$ cat src/rtl/ixu_pkg.sv
package ixu_pkg;
  localparam int unsigned OP_W = 5;

  typedef enum logic [OP_W-1:0] {
    OP_ADD   = 5'd0,
    OP_ADDC  = 5'd1,
    OP_SUB   = 5'd2,
    OP_AND   = 5'd3,
    OP_OR    = 5'd4,
    OP_XOR   = 5'd5,
    OP_SLL   = 5'd6,
    OP_SRL   = 5'd7,
    OP_SRA   = 5'd8,
    OP_MOVHI = 5'd9,
    OP_EXTBS = 5'd10,
    OP_EXTBZ = 5'd11,
    OP_EXTHS = 5'd12,
    OP_EXTHZ = 5'd13,
    OP_CMOV  = 5'd14,
    OP_FF1   = 5'd15,
    OP_DIV   = 5'd16,
    OP_DIVU  = 5'd17
  } ixu_op_e;
endpackage

$ cat src/rtl/ixu_ffo.sv
module ixu_ffo #(
  parameter int unsigned W = 32,
  localparam int unsigned PW = $clog2(W + 1)
) (
  input  logic [W-1:0]  d_i,
  output logic [PW-1:0] pos_o
);
  // scan from the top so the lowest set bit wins
  always_comb begin
    pos_o = '0;
    for (int i = W - 1; i >= 0; i--) begin
      if (d_i[i]) pos_o = PW'(i + 1);
    end
  end
endmodule

$ cat src/rtl/ixu_arith.sv
module ixu_arith
  import ixu_pkg::*;
#(
  parameter int unsigned W = 32
) (
  input  logic [OP_W-1:0] op_i,
  input  logic [W-1:0]    a_i,
  input  logic [W-1:0]    b_i,
  input  logic            carry_i,
  input  logic            flag_i,
  output logic [W-1:0]    res_o,
  output logic            carry_nxt_o,
  output logic            wr_carry_o,
  output logic            flag_cand_o,
  output logic            single_o
);
  localparam int unsigned SH   = $clog2(W);
  localparam int unsigned HALF = W / 2;
  localparam int unsigned PW   = $clog2(W + 1);

  logic [W-1:0]  sum;
  logic [SH-1:0] shamt;
  logic [PW-1:0] ff_pos;

  ixu_ffo #(.W(W)) u_ffo (.d_i(a_i), .pos_o(ff_pos));

  assign shamt = b_i[SH-1:0];
  assign sum   = a_i + b_i + {{(W-1){1'b0}}, (op_i == OP_ADDC) & carry_i};

  // carry rule is a wrap compare, not the adder carry-out
  assign carry_nxt_o = sum < a_i;
  assign wr_carry_o  = (op_i == OP_ADD) | (op_i == OP_ADDC);
  assign flag_cand_o = wr_carry_o | (op_i == OP_AND);
  assign single_o    = op_i <= OP_W'(OP_FF1);

  always_comb begin
    unique case (op_i)
      OP_ADD, OP_ADDC: res_o = sum;
      OP_SUB:   res_o = a_i - b_i;
      OP_AND:   res_o = a_i & b_i;
      OP_OR:    res_o = a_i | b_i;
      OP_XOR:   res_o = a_i ^ b_i;
      OP_SLL:   res_o = a_i << shamt;
      OP_SRL:   res_o = a_i >> shamt;
      OP_SRA:   res_o = W'($signed(a_i) >>> shamt);
      OP_MOVHI: res_o = {b_i[HALF-1:0], {HALF{1'b0}}};
      OP_EXTBS: res_o = {{(W-8){a_i[7]}}, a_i[7:0]};
      OP_EXTBZ: res_o = {{(W-8){1'b0}}, a_i[7:0]};
      OP_EXTHS: res_o = {{(W-16){a_i[15]}}, a_i[15:0]};
      OP_EXTHZ: res_o = {{(W-16){1'b0}}, a_i[15:0]};
      OP_CMOV:  res_o = flag_i ? a_i : b_i;
      OP_FF1:   res_o = W'(ff_pos);
      default:  res_o = '0;
    endcase
  end
endmodule

$ cat src/rtl/ixu_div.sv
module ixu_div #(
  parameter int unsigned W = 32,
  localparam int unsigned CW = $clog2(W + 1)
) (
  input  logic         clk_i,
  input  logic         rst_ni,
  input  logic         start_i,
  input  logic         signed_i,
  input  logic [W-1:0] dividend_i,
  input  logic [W-1:0] divisor_i,
  output logic         busy_o,
  output logic         done_o,
  output logic [W-1:0] quo_o
);
  logic [CW-1:0] cnt_q;
  logic [W:0]    rem_q, rem_sh, trial, rem_n;
  logic [W-1:0]  quo_q, quo_n, dvs_q, a_abs, b_abs;
  logic          neg_q, fits;

  assign a_abs = (signed_i & dividend_i[W-1]) ? -dividend_i : dividend_i;
  assign b_abs = (signed_i & divisor_i[W-1])  ? -divisor_i  : divisor_i;

  // one restoring step per cycle
  assign rem_sh = {rem_q[W-1:0], quo_q[W-1]};
  assign trial  = rem_sh - {1'b0, dvs_q};
  assign fits   = ~trial[W];
  assign rem_n  = fits ? trial : rem_sh;
  assign quo_n  = {quo_q[W-2:0], fits};

  always_ff @(posedge clk_i or negedge rst_ni) begin
    if (!rst_ni) begin
      cnt_q  <= '0;
      rem_q  <= '0;
      quo_q  <= '0;
      dvs_q  <= '0;
      neg_q  <= 1'b0;
      busy_o <= 1'b0;
      done_o <= 1'b0;
      quo_o  <= '0;
    end else if (start_i && !busy_o) begin
      cnt_q  <= CW'(W);
      rem_q  <= '0;
      quo_q  <= a_abs;
      dvs_q  <= b_abs;
      neg_q  <= signed_i & (dividend_i[W-1] ^ divisor_i[W-1]);
      busy_o <= 1'b1;
      done_o <= 1'b0;
    end else if (busy_o) begin
      rem_q <= rem_n;
      quo_q <= quo_n;
      cnt_q <= cnt_q - CW'(1);
      if (cnt_q == CW'(1)) begin
        busy_o <= 1'b0;
        done_o <= 1'b1;
        quo_o  <= neg_q ? -quo_n : quo_n;
      end
    end else begin
      done_o <= 1'b0;
    end
  end
endmodule

$ cat src/rtl/ixu_core.sv
module ixu_core
  import ixu_pkg::*;
#(
  parameter int unsigned W = 32
) (
  input  logic            clk_i,
  input  logic            rst_ni,
  input  logic            valid_i,
  input  logic [OP_W-1:0] op_i,
  input  logic [W-1:0]    a_i,
  input  logic [W-1:0]    b_i,
  input  logic            arith_flag_en_i,
  output logic [W-1:0]    res_o,
  output logic            res_valid_o,
  output logic            busy_o,
  output logic            illegal_o,
  output logic            carry_o,
  output logic            flag_o
);
  logic [W-1:0] alu_res, res_q, div_q;
  logic         carry_nxt, wr_carry, flag_cand, single_op;
  logic         accept, is_div, div_zero, div_start, div_busy, div_done;
  logic         res_vld_q, carry_q, flag_q, illegal_q;

  ixu_arith #(.W(W)) u_arith (
    .op_i        (op_i),
    .a_i         (a_i),
    .b_i         (b_i),
    .carry_i     (carry_q),
    .flag_i      (flag_q),
    .res_o       (alu_res),
    .carry_nxt_o (carry_nxt),
    .wr_carry_o  (wr_carry),
    .flag_cand_o (flag_cand),
    .single_o    (single_op)
  );

  assign accept    = valid_i & ~div_busy;
  assign is_div    = accept & ((op_i == OP_DIV) | (op_i == OP_DIVU));
  assign div_zero  = is_div & (b_i == '0);
  assign div_start = is_div & ~div_zero;

  ixu_div #(.W(W)) u_div (
    .clk_i      (clk_i),
    .rst_ni     (rst_ni),
    .start_i    (div_start),
    .signed_i   (op_i == OP_DIV),
    .dividend_i (a_i),
    .divisor_i  (b_i),
    .busy_o     (div_busy),
    .done_o     (div_done),
    .quo_o      (div_q)
  );

  always_ff @(posedge clk_i or negedge rst_ni) begin
    if (!rst_ni) begin
      res_q     <= '0;
      res_vld_q <= 1'b0;
      carry_q   <= 1'b0;
      flag_q    <= 1'b0;
      illegal_q <= 1'b0;
    end else begin
      res_vld_q <= accept & single_op;
      illegal_q <= div_zero;
      if (accept && single_op) begin
        res_q <= alu_res;
        if (wr_carry) carry_q <= carry_nxt;
        if (flag_cand && arith_flag_en_i) flag_q <= (alu_res == '0);
      end
    end
  end

  // divider completion and single-cycle results never coincide
  assign res_o       = div_done ? div_q : res_q;
  assign res_valid_o = res_vld_q | div_done;
  assign busy_o      = div_busy;
  assign illegal_o   = illegal_q;
  assign carry_o     = carry_q;
  assign flag_o      = flag_q;
endmodule

$ cat config.mk
export PLATFORM = sky130hd
export DESIGN_NAME = ixu_core
export DESIGN_NICKNAME = d
export VERILOG_FILES = /design/src/rtl/ixu_pkg.sv /design/src/rtl/ixu_ffo.sv /design/src/rtl/ixu_arith.sv /design/src/rtl/ixu_div.sv /design/src/rtl/ixu_core.sv
export SDC_FILE = /design/constraint.sdc
export NUM_CORES = 1
export LEC_CHECK = 0
export BUFFER_PORTS_ARGS = -buffer_cell sky130_fd_sc_hd__clkbuf_2
export CORE_MARGIN = 2
export CORE_UTILIZATION = 40
export CTS_BUF_LIST = sky130_fd_sc_hd__clkbuf_8
export DETAILED_ROUTE_END_ITERATION = 8
export PLACE_DENSITY = 0.67
export RECOVER_POWER = 50
export SYNTH_ARGS = -nofsm -noshare
export SYNTH_HDL_FRONTEND = slang
export SYNTH_HIERARCHICAL = 1
export SYNTH_SLANG_ARGS = --single-unit
export TNS_END_PERCENT = 5
$ cat constraint.sdc
create_clock -name clk_i -period 12.5 [get_ports clk_i]
set_input_delay 1.875 -clock clk_i [delete_from_list [all_inputs] [get_ports clk_i]]
set_output_delay 1.875 -clock clk_i [all_outputs]
set_load 0.05 [all_outputs]
==> results.toml <==
[flow_run]
drv_cap = 7

[layout]
area_delta_synth_final_pct = 6.05
utilization_pct = 43.1
final_area_um2 = 23300
num-fill-cells = 5697
final_cell_mix = "416 x nand2_1, 274 x o21ai_0, 251 x nor2_1, 251 x a21oi_1, 172 x dfrtp_1"
final_common_cell = "nand2_1"
stdcell_count = 3655
fin_nets = 3186
layout-drive-gt1-share_pct = 10.3

[timing]
slew_viol_final = 424
fin_tns_setup_ns = 0
period_share_pct = 61.3
finalHoldViolCount = 0
rsz0062_at_grt = "no"
finalCriticalPeriod_ns = 7.66
setup_viol = 0
tightest_slew_ns = 3.81
fmax_ghz = 0.130
skew_ns = 0.0158
slew_headroom_pct = -154

[synth]
synthSimpleGateAreaFrac_pct = 21.4
synth_mux_area_share_pct = 8.78
syn_avg_cell_area_um2 = 7.41
syn_nets = 3203
synth_top_area_share_pct = 19.7
ys_ff_latch = 173
netlist_area_um2 = 21900
synth_adder_area_share_pct = 9.72
synth_top_family_by_area = "compound AO/OA/AOI/OAI gates"
ys_seq_area_share_pct = 19.7
synthDistinctLibCells = 110
synthArstFlopShare_pct = 100
synthCells = 2962
synth_area_leaders = "dfrtp_1 20%, ha_1 9.4%, nand2_1 7.2%"
synth-compound-area-share_pct = 28.0
synthXorXnorAreaFrac_pct = 5.87
yosysTopAreaCell = "dfrtp_1"
synth-main-ff-cell = "dfrtp_1"
yosysWarnings = 6
synth-edff-count = 0

[worst_setup_path]
slowest_stage = "clkbuf_1"
cp.required_ns = 12.91
crit_path_cell_trace = "buf_2, clkbuf_1, nor4_1, mux2i_1, nor2_1, nor3b_1, o311ai_0, a211oi_1, o311ai_1, mux2i_1, o21ai_1, nor4_1, nand4_1, o41ai_1"
cp_max_fo = 72
path_delay_family = "buffers and inverters"
slowest_delay_ns = 2.22
reg2reg_from = "u_div/busy_o"
crit_start = "b_i[3]"
worstPathArrival_ns = 8.08
path_buf_inv = 2
timing.critical_path.from_type = "input port"
path_class = "in -> reg"
worstSetupEndpointType = "flip-flop"

[grt]
overflow = 0
grt_pass1_wl_um = 147000
track_usage_pct = 34.4
grt_pass1_vias = 21900
antenna_found_initial = 3
grt_max_degree = 95

[floorplanning]
pin_count = 110
start_util_pct = 40.6
core_area_um2 = 54000
die_w_um = 238
die_area_um2 = 56700
num_rows = 85
die_h_um = 238

[placed_design]
dp_cells = 3622
gp_congestion = 1.09
port_buffers = 109
dp_hpwl_um = 75500
place_area_um2 = 22900

[routing]
wl_per_cell_um = 27.3
drt_pass1_iterations = 6
drc_errors = 0
drt-initial-drc-count = 2953
wirelength_um = 100000
ant_nets = 0
vias = 23900
viasPerCell = 6.53

[cts]
ctsRootBufferMaster = "clkbuf_8"
clk_latency_ns = 0.52
cts_resized = 0
numCtsBuffers = 17
h-tree-depth = 4
cts.sinks = 173
max-clock-path-buffers = 2
post_cts_buffers = 0
cts_tree = "built"
holdBufCountCts = 0
clk_pin_slew_ns = 0.10

[status]
status = "finished with violations"
violations = "capacitance limit, slew limit"

[hold_path]
hold_class = "reg -> reg"
min-delay-start = "u_div/quo_o[13]"

[power_and_ir_drop]
p_leak_nw = 9.92
power_w = 0.00390
max-vdd-ir-drop_mv = 0.104
p_per_area_nw_per_um2 = 168
-- path summary, 6_finish.rpt --
kind	end	slack, ns	cells after the start
setup / recovery	flag_o	4.84	14
hold / removal	u_div/quo_o[13]	0.48	2
setup reg to reg	u_div/dvs_q[17]	6.00	4
hold reg to reg	u_div/quo_o[13]	0.48	2
max in group asynchronous	u_div/busy_o	4.91	2
min in group asynchronous	u_div/rem_q[20]	2.57	1
-- per-layer routing --
layer  track usage, %  up-vias  wire [um]  share of wire [%]
met3             7.83      326      10700                 11
met2             50.7     1509      41300                 41
li1                 -    10700          -                  -
met5                0        -         13              0.013
met4             18.7        2       6450                6.5
met1             46.4    11300      41500                 42
-- area by class of cell --
class	instances	area, um^2	area share (%)
inverter	156	586	2.52
tap	696	871	3.74
sequential	173	4330	18.6
clock inverter	15	174	0.748
antenna	1	2.50	0.0108
clock buffer	17	234	1.01
multi-input combinational	2443	16200	69.7
timing repair buffer	154	860	3.70
-- logic make-up (layout without fill, tap and decap cells) --
kind of cell               Yosys count  after routing
and+or+nand+nor                   1008           1008
other                                0              1
AOI/OAI and AO/OA                  962            962
adders and majority gates          168            168
buffers and inverters              346            342
DFF                                173            173
xor gates and xnor gates           147            147
muxes                              158            158
-- worst reg2reg max path, cell delays in order (launching register included) --
cell and delay [ns]:
dfrtp_2 0.36, clkbuf_1 2.67, inv_1 1.62, nand2_2 1.35, o21ai_0 0.33
-- metrics by stage --
stage	worst slack [ns]	hold WS (ns)
3_3_place_gp	5.12	0.456
3_5_place_dp	4.93	0.461
5_1_grt	3.43	0.508
6_report	4.84	0.482
4_1_cts	5.48	0.486
2_1_floorplan	5.84	0.442
-- synthesized netlist by cell type (all sizes together) (47+ instances only) --
cell type and n:
nand2 419, o21ai 285, a21oi 252, nor2 252, dfrtp 173, ha 164
inv 152, clkbuf 121, mux2i 85, xor2 84, nor3 70, buf 69
xnor2 63, mux2 52, nand3 49, a21o 47
-- power breakdown --
group / switching (W) / leakage (nW) / internal (W)
Combinational: 0.00162 / 7.47 / 0.000859
Sequential: 0.000219 / 2.25 / 0.000798
Clock: 0.000257 / 0.205 / 0.000152
-- flip-flops by register name, indices dropped and copies added, names as in the netlist, 6 cells and up --
name         flops
u_div/cnt_q      6
u_div/rem_q     32
u_div/quo_q     32
res_q           32
u_div/quo_o     32
u_div/dvs_q     32
Note: power is estimated with default switching activity, not from simulation.
